$ cat src/rtl/mst_pkg.sv
package mst_pkg;
  typedef enum logic [1:0] {
    ST_IDLE  = 2'd0,
    ST_WRITE = 2'd1,
    ST_READ  = 2'd2,
    ST_WAIT  = 2'd3
  } mst_state_e;
endpackage

$ cat src/rtl/mst_addr_counter.sv
module mst_addr_counter #(
  parameter int ADDR_W    = 9,
  parameter int LAST_ADDR = 299
) (
  input  logic              clk,
  input  logic              rst_n,
  input  logic              clr,
  input  logic              inc,
  output logic [ADDR_W-1:0] cnt,
  output logic              at_last
);
  localparam logic [ADDR_W-1:0] LAST_A = ADDR_W'(LAST_ADDR);

  logic [ADDR_W-1:0] cnt_q;

  always_ff @(posedge clk or negedge rst_n) begin
    if (!rst_n)   cnt_q <= '0;
    else if (clr) cnt_q <= '0;
    else if (inc) cnt_q <= cnt_q + 1'b1;
  end

  assign cnt     = cnt_q;
  assign at_last = (cnt_q == LAST_A);
endmodule

$ cat src/rtl/mst_pattern.sv
module mst_pattern #(
  parameter int PW     = 8,
  parameter int DATA_W = 12
) (
  input  logic [PW-1:0]     addr_lo,
  input  logic [DATA_W-1:0] rdata,
  output logic [DATA_W-1:0] pattern,
  output logic              match
);
  generate
    if (DATA_W > PW) begin : g_ext
      assign pattern = {{(DATA_W-PW){1'b0}}, addr_lo};
    end else begin : g_flat
      assign pattern = addr_lo;
    end
  endgenerate

  assign match = (rdata == pattern);
endmodule

$ cat src/rtl/mst_ctrl.sv
module mst_ctrl
  import mst_pkg::*;
#(
  parameter int ADDR_W = 9
) (
  input  logic              clk,
  input  logic              rst_n,
  input  logic              start_rise,
  input  logic              req_ready,
  input  logic              rsp_valid,
  input  logic              at_last,
  input  logic              match,
  input  logic [ADDR_W-1:0] cnt,
  output logic              cnt_clr,
  output logic              cnt_inc,
  output logic              req_valid,
  output logic              req_write,
  output logic              busy,
  output logic              done,
  output logic              pass,
  output logic [ADDR_W-1:0] fail_addr
);
  mst_state_e state_q;

  always_ff @(posedge clk or negedge rst_n) begin
    if (!rst_n) begin
      state_q   <= ST_IDLE;
      done      <= 1'b0;
      pass      <= 1'b0;
      fail_addr <= '0;
    end else begin
      unique case (state_q)
        ST_IDLE: if (start_rise) begin
          state_q   <= ST_WRITE;
          done      <= 1'b0;
          pass      <= 1'b0;
          fail_addr <= '0;
        end
        ST_WRITE: if (req_ready && at_last) state_q <= ST_READ;
        ST_READ:  if (req_ready) state_q <= ST_WAIT;
        ST_WAIT: if (rsp_valid) begin
          if (!match) begin
            state_q   <= ST_IDLE;
            done      <= 1'b1;
            fail_addr <= cnt;
          end else if (at_last) begin
            state_q <= ST_IDLE;
            done    <= 1'b1;
            pass    <= 1'b1;
          end else begin
            state_q <= ST_READ;
          end
        end
        default: state_q <= ST_IDLE;
      endcase
    end
  end

  always_comb begin
    cnt_clr = ((state_q == ST_IDLE) && start_rise) ||
              ((state_q == ST_WRITE) && req_ready && at_last);
    cnt_inc = ((state_q == ST_WRITE) && req_ready && !at_last) ||
              ((state_q == ST_WAIT) && rsp_valid && match && !at_last);
  end

  assign req_valid = (state_q == ST_WRITE) || (state_q == ST_READ);
  assign req_write = (state_q == ST_WRITE);
  assign busy      = (state_q != ST_IDLE);
endmodule

$ cat src/rtl/mem_selftest.sv
module mem_selftest #(
  parameter int ADDR_W    = 9,
  parameter int DATA_W    = 12,
  parameter int LAST_ADDR = 299
) (
  input  logic              clk,
  input  logic              rst_n,
  input  logic              start,
  output logic              busy,
  output logic              done,
  output logic              pass,
  output logic [ADDR_W-1:0] fail_addr,
  output logic              req_valid,
  input  logic              req_ready,
  output logic              req_write,
  output logic [ADDR_W-1:0] req_addr,
  output logic [DATA_W-1:0] req_wdata,
  input  logic              rsp_valid,
  input  logic [DATA_W-1:0] rsp_data
);
  localparam int PW = (ADDR_W < 8) ? ADDR_W : 8;

  logic              start_q;
  logic              start_rise;
  logic              cnt_clr, cnt_inc, at_last, match;
  logic [ADDR_W-1:0] cnt;
  logic [DATA_W-1:0] pattern;

  always_ff @(posedge clk or negedge rst_n) begin
    if (!rst_n) start_q <= 1'b0;
    else        start_q <= start;
  end
  assign start_rise = start && !start_q;

  mst_addr_counter #(.ADDR_W(ADDR_W), .LAST_ADDR(LAST_ADDR)) u_cnt (
    .clk(clk), .rst_n(rst_n), .clr(cnt_clr), .inc(cnt_inc),
    .cnt(cnt), .at_last(at_last)
  );

  mst_pattern #(.PW(PW), .DATA_W(DATA_W)) u_pat (
    .addr_lo(cnt[PW-1:0]), .rdata(rsp_data), .pattern(pattern), .match(match)
  );

  mst_ctrl #(.ADDR_W(ADDR_W)) u_ctrl (
    .clk(clk), .rst_n(rst_n), .start_rise(start_rise),
    .req_ready(req_ready), .rsp_valid(rsp_valid), .at_last(at_last),
    .match(match), .cnt(cnt), .cnt_clr(cnt_clr), .cnt_inc(cnt_inc),
    .req_valid(req_valid), .req_write(req_write), .busy(busy),
    .done(done), .pass(pass), .fail_addr(fail_addr)
  );

  assign req_addr  = cnt;
  assign req_wdata = pattern;
endmodule

$ cat config.mk
export PLATFORM = sky130hd
export DESIGN_NAME = mem_selftest
export DESIGN_NICKNAME = d
export VERILOG_FILES = /design/src/rtl/mst_pkg.sv /design/src/rtl/mst_addr_counter.sv /design/src/rtl/mst_pattern.sv /design/src/rtl/mst_ctrl.sv /design/src/rtl/mem_selftest.sv
export SDC_FILE = /design/constraint.sdc
export NUM_CORES = 1
export LEC_CHECK = 0
export ABC_AREA = 1
export BUFFER_PORTS_ARGS = -buffer_cell sky130_fd_sc_hd__buf_2
export CAP_MARGIN = 20
export CORE_UTILIZATION = 27
export DETAILED_ROUTE_END_ITERATION = 7
export HOLD_SLACK_MARGIN = 0.02
export MAX_ROUTING_LAYER = met4
export SYNTH_ARGS = -nofsm -noshare
export SYNTH_HDL_FRONTEND = slang
export SYNTH_SLANG_ARGS = --single-unit
$ cat constraint.sdc
create_clock -name clk -period 2.15 [get_ports clk]
set_input_delay 0.215 -clock clk [delete_from_list [all_inputs] [get_ports clk]]
set_output_delay 0.215 -clock clk [all_outputs]
set_load 0.05 [all_outputs]
==> results.yml, run 1 <==
status:
  status: "finished, final reports clean"
place:
  place_hpwl_um: 2950
  place_congestion: 0.793
  port_buffers: 47
  dp_slack_ns: 0.367
  dp.cells: 347
synth:
  netlist_top_cells_count: "nand2_1 (81), nor2_1 (24), dfrtp_1 (23), inv_1 (22), nand3_1 (19)"
  ys_seq_elements: 23
  synthFlopType: "dfrtp_1"
  synth_xor_area_frac: 0.0320
  synth_cell_types: 24
  synth_edf_count: 0
  synthSimpleGateAreaFrac: 0.409
  synth_area_um2: 1640
  muxShareOfSynthArea: 0
  synthArstFlopShare: 1.00
  synth_fa_ha_area_frac: 0.0457
  synth.area.top_cells: "dfrtp_1 (35%), nand2_1 (19%), buf_4 (6.4%)"
  syn_inst: 237
  yosys.area.top_type_share: 0.350
  yosysMostFrequentCell: "nand2_1"
  yosysTopAreaCell: "dfrtp_1"
  yosys_warnings: 0
  synth_top_family_by_area: "simple AND/OR/NAND/NOR gates"
  synth.avg_cell_area_um2: 6.93
  seq_area_frac_synth: 0.350
  synth_compound_area_frac: 0.0183
cts:
  clkTransAtPathRegs_ns: 0.09
  ctsHoldBuffers: 1
  cts_buffer_depth: 2
  ctsHtreeMaxLevel: 1
  cts_tree: "built"
  root_buffer: "clkbuf_8"
  clock_latency_ns: 0.27
  cts.sinks: 23
  cts_buffers: 3
  cts-resized-gates: 0
  postCtsSetupRepairBufs: 0
timing:
  fin_crit_ns: 1.81
  layout_setup_ws_ns: 0.342
  slew_viol_final: 0
  tightest_slew_ns: 0.529
  rsz0062_at_grt: "no"
  setup-tns-final_ns: 0
  finalHoldViolations: 0
  timing.hold.ws_ns: 0.0866
  max_freq_mhz: 553
  relSlewSlack: 0.647
  setup_viol: 0
  post-route-period-util: 0.841
  fin_skew_ns: 0.00425
setup_path:
  crit_path_end_kind: "register"
  required_ns: 2.31
  critical_path_arrival_ns: 1.97
  setup.worst_path.class: "reg2reg"
  crit_top_cell: "inv_1"
  cp-start-kind: "register"
  rr_worst_depth: 10
  endpoint: "u_ctrl.fail_addr[5]"
  crit_path_top_delay_cell: "dfrtp_1"
  path_cells: "inv_1 > ha_1 > inv_1 > a21oi_1 > nor2_1 > inv_1 > nor2_2 > nand2_4 > nand2_1 > nand2_1"
  slowest_delay_ns: 0.42
  crit_start: "u_ctrl.state_q[0]"
  r2r_setup_slack_ns: 0.34
  path_max_fanout: 12
  timing.rr.start: "u_ctrl.state_q[0]"
  r2r-end: "u_ctrl.fail_addr[5]"
die:
  ios: 52
  start_util: 0.279
  die_y_um: 80.0
  fp.dieW_um: 80.0
  core_area_um2: 5890
  die_area_um2: 6400
  num_rows: 28
global_routing:
  grt_max_degree: 24
  grt_usage: 0.134
  antenna_found_initial: 0
  grt_pass1_vias: 1385
  grt_pass1_wl_um: 6430
  gr-total-overflow: 0
hold_path:
  hp-class: "in2reg"
power_and_ir_drop:
  p_int_uw: 964
  pwr-share-clk: 0.126
  p_comb_frac: 0.590
  swShare: 0.560
  net-switching-power_uw: 1230
  ir_drop_uv: 949
  power_density_nw_per_um2: 1130
  pwr-share-seq: 0.284
  cellLeakagePower_uw: 0.00113
job:
  maxCapViolCount: 0
final_layout:
  antennaDiodeCount: 0
  drive_gt1_frac: 0.253
  nNetsFinal: 301
  fin_cells: 352
  syn_to_final_growth_pct: 17.4
  post-route-util: 0.328
  fillers: 672
detailed_routing:
  drc: 0
  wl_per_cell_um: 10.8
  drtPass1Iterations: 4
  antenna_left: 0
  post_drt_via_cell_ratio: 4.34
  wirelength_um: 3800
  drtIter0Drc: 108
  via_count: 1527
metal layers:
metal	GRT usage	share of wire	vias up
met2	0.220	0.48	38
met3	0.0286	0.054	5
li1	-	-	807
met4	0.0339	0.0074	0
met1	0.167	0.46	677
met5	-	0	-
logic make-up (layout without fill, tap and decap cells):
family,count (synthesis),in the layout
flops,23,23
other cells,1,4
compound gates,6,6
simple gates,149,149
fa+ha+maj,6,6
buf+inv,46,83
xor+xnor,6,6
cell type report:
type	count	area, um^2	area share
clock buffer	3	41.3	0.0214
clock inverter	1	5.00	0.00259
sequential	23	576	0.298
tap	75	93.8	0.0486
timing repair buffer	50	260	0.135
inverter	29	109	0.0564
multi-input combinational	171	845	0.438
metrics by stage:
| stage | cell area [um^2] | total power, uW |
|---|---|---|
| 2_1_floorplan | 1650 | 1700 |
| 3_3_place_gp | 1870 | 1920 |
| 3_5_place_dp | 1870 | 1930 |
| 4_1_cts | 1930 | 2220 |
| 5_1_grt | 1930 | 2370 |
| 6_report | 1930 | 2190 |
power by group through the flow:
stage          clock (uW)  combinational [uW]  sequential (uW)
2_1_floorplan           0                 902              800
3_3_place_gp            0                1290              633
3_5_place_dp            0                1300              633
4_1_cts               290                1300              624
5_1_grt               306                1430              636
6_report              276                1290              621
sequential cells by signal (all words and copies together), names as in the netlist:
register and cells:
u_ctrl.done 1, start_q 1, u_cnt.cnt 9, u_ctrl.pass 1
u_ctrl.state_q 2, u_ctrl.fail_addr 9
critical path: cells and delay by family (launching register included):
| kind | cells | cell delay, ns |
|---|---|---|
| AND/OR/NAND/NOR | 5 | 0.77 |
| flip-flops | 1 | 0.42 |
| buffers and inverters | 3 | 0.24 |
| adder cells (fa/ha/maj) | 1 | 0.21 |
| AO/OA/AOI/OAI | 1 | 0.04 |
how the worst min path moves through the flow:
stage                      from           endpoint  slack (ns)  cells past startpoint
after floorplan           rst_n            start_q       -0.08                      0
after global placement    rst_n  u_ctrl.state_q[1]        0.22                      1
after detailed placement  rst_n  u_ctrl.state_q[0]        0.23                      1
after CTS                 start            start_q        0.08                      1
after global routing      start            start_q        0.07                      1
final                     start            start_q        0.09                      1
cell usage in the layout (no fill, tap or decap):
master and count:
nand2_1 81, buf_2 47, nor2_1 24, dfrtp_1 23, inv_1 22, nand3_1 19, nand4_1 11, inv_2 6
ha_1 6, nor2_2 4, conb_1 4, nand2_2 3, xnor2_1 3, a21oi_1 3, o21ai_0 3, xor2_1 3
nor3_1 3, clkbuf_8 3, nand2_4 2, buf_4 2, nor2_4 1, nand4_4 1, clkinv_1 1, clkinv_2 1
dlygate4sd3_1 1
Note: power is estimated with default switching activity, not from simulation.
==> run 2, diff against run 1 <==
- ABC_AREA: 1 -> 0
- clock period: 2.15 -> 1.6 ns (I/O delays scaled with it)
==> run 2 against run 1 <==
Global-route usage up 1.9 points; combinational power up 150%; the flow now finishes with violations (design-rule violations, negative setup slack); largest cell class unchanged; wire length up 5.6%; synthesized cell count down 34%; critical endpoint is now u_cnt.cnt[7]; non-clock buffer count up 41; flip-flop and latch count unchanged; clock skew up 0.0028 ns; total power up 100%; sequential share of layout area down 3.6 points; via count down 8.2%; utilization up 11 points; cell count down 12%.
==> results.yml, run 2 <==
synth:
  synth_edf_count: 0
  synth_area_um2: 1430
  ys_seq_elements: 23
  synthArstFlopShare: 1.00
  syn_inst: 157
  synth.area.top_cells: "dfrtp_1 (40%), nand2_1 (7.9%), buf_4 (6.8%)"
  yosys.area.top_type_share: 0.402
  synth_fa_ha_area_frac: 0.0525
  synthSimpleGateAreaFrac: 0.227
  synthFlopType: "dfrtp_1"
  yosysTopAreaCell: "dfrtp_1"
  synth_compound_area_frac: 0.153
  yosys_warnings: 0
  synth_xor_area_frac: 0.0542
  muxShareOfSynthArea: 0
  seq_area_frac_synth: 0.402
  yosysMostFrequentCell: "nand2_1"
  synth.avg_cell_area_um2: 9.11
  netlist_top_cells_count: "nand2_1 (30), dfrtp_1 (23), buf_4 (13), o21ai_0 (12), a21oi_1 (11)"
  synth_cell_types: 36
  synth_top_family_by_area: "simple AND/OR/NAND/NOR gates"
timing:
  fin_skew_ns: 0.00703
  finalHoldViolations: 0
  tightest_slew_ns: 0.542
  layout_setup_ws_ns: -0.510
  post-route-period-util: 1.32
  setup-tns-final_ns: -6.64
  relSlewSlack: 0.639
  max_freq_mhz: 474
  fin_crit_ns: 2.11
  setup_viol: 22
  slew_viol_final: 0
  rsz0062_at_grt: "yes"
setup_path:
  setup.worst_path.class: "reg2reg"
  crit_path_end_kind: "register"
  path_cells: "ha_4 > nand4b_1 > nor2_4 > nor4_4 > a221oi_4 > or4_4 > a21oi_2"
  required_ns: 1.79
  crit_path_top_delay_cell: "or4_4"
  path_max_fanout: 8
  slowest_delay_ns: 0.50
  critical_path_arrival_ns: 2.30
  cp-start-kind: "register"
power_and_ir_drop:
  power_density_nw_per_um2: 2010
  swShare: 0.518
  net-switching-power_uw: 2320
  p_total_uw: 4470
  pwr-share-seq: 0.202
  p_int_uw: 2160
  p_comb_frac: 0.716
  ir_drop_uv: 1080
  pwr-share-clk: 0.082
  cellLeakagePower_uw: 0.00105
global_routing:
  gr-total-overflow: 0
  antenna_found_initial: 0
  grt_usage: 0.153
  grt_pass1_vias: 1303
  grt_max_degree: 24
  grt_pass1_wl_um: 6240
detailed_routing:
  post_drt_via_cell_ratio: 4.54
  via_count: 1402
  drtIter0Drc: 59
  wirelength_um: 4010
  drtPass1Iterations: 8
  wl_per_cell_um: 13.0
  drc: 1
  antenna_left: 0
die:
  start_util: 0.280
  ios: 52
  num_rows: 26
  die_area_um2: 5590
  core_area_um2: 5110
  die_y_um: 74.8
  fp.dieW_um: 74.8
place:
  port_buffers: 47
  place_hpwl_um: 2800
  dpl_cell_area_um2: 1910
  place_congestion: 0.789
cts:
  cts_buffer_depth: 2
  clkTransAtPathRegs_ns: 0.09
  ctsHtreeMaxLevel: 1
  clock_latency_ns: 0.26
  root_buffer: "clkbuf_8"
  cts_buffers: 3
  cts.sinks: 23
  cts_tree: "built"
final_layout:
  nNetsFinal: 263
  syn_to_final_growth_pct: 55.8
  layout_common_cells: "buf_2 (46), buf_4 (36), nand2_1 (28), dfrtp_1 (15), o21ai_0 (11)"
  mostFrequentLayoutCell: "buf_2"
  final_area_um2: 2230
  antennaDiodeCount: 0
  drive_gt1_frac: 0.561
hold_path:
  hp-class: "in2async"
job:
  maxCapViolCount: 0
status:
  status: "finished with violations"
  violations: "design-rule violations, negative setup slack"
==> run 2: changes by cell type after synthesis, sizes merged, moves of 3 or more <==
cell / change
nand2: -56
nor2: -24
inv: -21
nand3: -17
o21ai: +13
nand4: -9
a21oi: +8
or3: +6
xnor2: +5
xor2: -3
==> run 2: what timing repair did <==
| item | CTS | global route |
|---|---|---|
| pin swaps | 14 | 12 |
| cloned | 1 | 0 |
| hold buffers | 2 | 0 |
| endpoints found under the hold margin | 24 | 0 |
| endpoints found under the setup margin | 23 | 23 |
| gates resized for setup | 24 | 13 |
| setup buffers | 7 | 3 |
==> run 2: layout make-up <==
cell class	count	area [um^2]
tap	70	87.6
inverter	7	26.3
multi-input combinational	114	875
fill	509	2880
sequential	23	586
timing repair buffer	91	608
clock buffer	3	41.3
clock inverter	1	5.00
==> run 2: worst max-delay path: cells and delay by family, from the launching register on <==
family | cells | cell delay (ns)
AND/OR/NAND/NOR | 4 | 1.09
flip-flops | 1 | 0.46
AO/OA/AOI/OAI | 2 | 0.30
adder cells (fa/ha/maj) | 1 | 0.19
==> run 2: worst paths after layout <==
check / end / cells after the start / slack (ns) / start
max in group asynchronous: u_cnt.cnt[5] / 2 / 0.80 / rst_n
min in group clk: u_ctrl.state_q[0] / 4 / 0.42 / req_ready
hold / removal: u_cnt.cnt[2] / 2 / 0.40 / rst_n
setup reg to reg: u_cnt.cnt[7] / 7 / -0.51 / u_cnt.cnt[0]
setup / recovery: u_cnt.cnt[7] / 7 / -0.51 / u_cnt.cnt[0]
hold reg to reg: u_ctrl.fail_addr[0] / 2 / 0.48 / u_ctrl.fail_addr[0]
==> run 2: metal layers <==
metal  up-vias  share of wire  global-route usage  wire length, um
met4         0         0.0052              0.0314               21
met2        42           0.48               0.243             1920
li1        694              -                   -                -
met5         -              0                   -                0
met1       664           0.48               0.207             1910
met3         2          0.040              0.0241              160
==> run 2: kinds of logic after synthesis <==
kind of cell,Yosys count
AO/OA/AOI/OAI,35
XOR/XNOR,8
adder cells (fa/ha/maj),6
buffers and inverters,24
flip-flops,23
other,1
AND/OR/NAND/NOR,60
==> run 2: power by group through the flow <==
stage | sequential, uW | clock [uW] | combinational [uW]
floorplan | 1410 | 0 | 1490
global placement | 914 | 0 | 2800
detailed placement | 917 | 0 | 2820
CTS | 904 | 379 | 3090
global route | 928 | 407 | 3420
finish | 905 | 367 | 3200
==> run 2: stage by stage <==
stage	util	hold slack (ns)	cells	worst slack, ns
floorplan	-	-0.136	160	-0.588
global placement	0.374	0.178	293	-0.518
detailed placement	0.374	0.182	293	-0.539
CTS	0.422	0.408	307	-0.441
global route	0.436	0.424	309	-0.560
finish	0.436	0.405	309	-0.510
==> run 3, diff against run 2 <==
- ABC_AREA: 0 -> 1
==> run 3 against run 2 <==
The flow now finishes without violations; final area shrank 0.67%; utilization decreased by 6.0 points; worst hold slack worse by 0.37 ns; fmax up 36%; flip-flop and latch count is the same; wire length increased by 5.1%; die area is 14% higher; first-iteration DRC count up 71%; sequential share of layout area rose by 0.12 points; setup slack gained 0.56 ns; non-clock buffer count fell by 24; largest power group unchanged.
==> results.yml, run 3 (same netlist as run 1, synthesis figures left out) <==
status:
  status: "finished, final reports clean"
timing:
  fin_skew_ns: 0.00514
  setup_viol: 0
  post-route-period-util: 0.968
  relSlewSlack: 0.642
  max_freq_mhz: 646
  tightest_slew_ns: 0.537
  fin_crit_ns: 1.55
  timing.hold.ws_ns: 0.0348
  rsz0062_at_grt: "yes"
  setup-tns-final_ns: 0
  slew_viol_final: 0
  finalHoldViolations: 0
global_routing:
  grt_usage: 0.139
  grt_pass1_vias: 1565
  antenna_found_initial: 0
  gr-total-overflow: 0
  grt_pass1_wl_um: 6840
  grt_max_degree: 24
final_layout:
  syn_to_final_growth_pct: 34.7
  fin_cells: 371
  drive_gt1_frac: 0.402
  layout_common_cells: "nand2_1 (71), buf_2 (47), nor2_1 (22), nand3_1 (19), buf_4 (18)"
  fillers: 658
  mostFrequentLayoutCell: "nand2_1"
  nNetsFinal: 320
  antennaDiodeCount: 0
  final_area_um2: 2210
detailed_routing:
  antenna_left: 0
  drtIter0Drc: 101
  drc: 0
  wirelength_um: 4220
  post_drt_via_cell_ratio: 4.39
  wl_per_cell_um: 11.4
  via_count: 1629
  drtPass1Iterations: 4
setup_path:
  critPathTopFamily: "simple AND/OR/NAND/NOR gates"
  path_cells: "ha_4 > nand2_2 > inv_2 > nand2_2 > nor2_4 > nor2_4 > nand4_4 > nand2_4 > nand2_2 > nand2_2"
  setup.worst_path.class: "reg2reg"
  crit_path_end_kind: "register"
  path_max_fanout: 6
  critical_path_arrival_ns: 1.76
  crit_top_cell: "nand2_2"
  path_buf_inv: 1
  crit_start: "u_cnt.cnt[1]"
  timing.rr.start: "u_cnt.cnt[1]"
  required_ns: 1.81
  crit_path_top_delay_cell: "dfrtp_2"
  cp-start-kind: "register"
  slowest_delay_ns: 0.45
place:
  dpl_cell_area_um2: 2010
  place_congestion: 0.779
  port_buffers: 47
  place_hpwl_um: 3140
  dp.cells: 358
job:
  maxCapViolCount: 0
cts:
  root_buffer: "clkbuf_8"
  ctsHtreeMaxLevel: 1
  clkTransAtPathRegs_ns: 0.09
  cts_tree: "built"
  cts_buffers: 3
  cts.sinks: 23
  clock_latency_ns: 0.27
  cts_buffer_depth: 2
die:
  die_y_um: 80.0
  num_rows: 28
  core_area_um2: 5890
  ios: 52
  start_util: 0.279
  fp.dieW_um: 80.0
  die_area_um2: 6400
power_and_ir_drop:
  ir_drop_uv: 1060
  p_total_uw: 3490
  cellLeakagePower_uw: 0.00122
  power_density_nw_per_um2: 1580
hold_path:
  hp-class: "in2reg"
  min-delay-start: "start"
==> run 3: path summary, 6_finish.rpt <==
path | endpoint | slack [ns] | depth (start not counted)
worst max-delay path | u_cnt.cnt[2] | 0.05 | 10
max in group asynchronous | u_cnt.cnt[7] | 0.82 | 2
min in group asynchronous | start_q | 0.38 | 2
worst min register to register | u_ctrl.fail_addr[1] | 0.48 | 2
worst min-delay path | start_q | 0.03 | 1
worst max register to register | u_cnt.cnt[2] | 0.05 | 10
==> run 3: repair_timing <==
item / 4_1_cts / 5_1_grt
setup buffers: 0 / 6
resized for setup: 0 / 25
hold endpoints to repair: 23 / 0
hold buffers: 1 / 0
endpoints found under the setup margin: 0 / 22
==> run 3: layout make-up <==
| cell class | count | area (um^2) | area share |
|---|---|---|---|
| Tap cell | 75 | 93.8 | 0.0424 |
| Multi-Input combinational cell | 173 | 976 | 0.441 |
| Timing Repair Buffer | 67 | 400 | 0.181 |
| Inverter | 29 | 113 | 0.0509 |
| Sequential cell | 23 | 584 | 0.264 |
| Clock inverter | 1 | 5.00 | 0.00226 |
| Clock buffer | 3 | 41.3 | 0.0187 |
==> run 3: power breakdown <==
part	leakage, uW	internal [uW]	switching [uW]
Combinational	0.000897	777	1510
Clock	0.0000255	175	207
Sequential	0.000301	695	129
==> run 3: worst register-to-register path: cells and delay by family (launching register included) <==
kind / cells / cell delay (ns)
flip-flops: 1 / 0.45
AND/OR/NAND/NOR: 8 / 0.80
buffers and inverters: 1 / 0.03
adder cells (fa/ha/maj): 1 / 0.19
==> run 3: per-layer routing <==
layer / up-vias / global-route usage / share of wire
met3: 6 / 0.0297 / 0.042
met2: 36 / 0.247 / 0.50
li1: 846 / - / -
met5: - / - / 0
met4: 0 / 0.0339 / 0.011
met1: 741 / 0.160 / 0.45
==> run 3: through the flow <==
stage,setup slack (ns),utilization
after floorplan,-0.0280,-
after global placement,0.0462,0.342
after detailed placement,0.0285,0.342
after CTS,0.00593,0.351
after global routing,-0.0577,0.376
final,0.0513,0.376
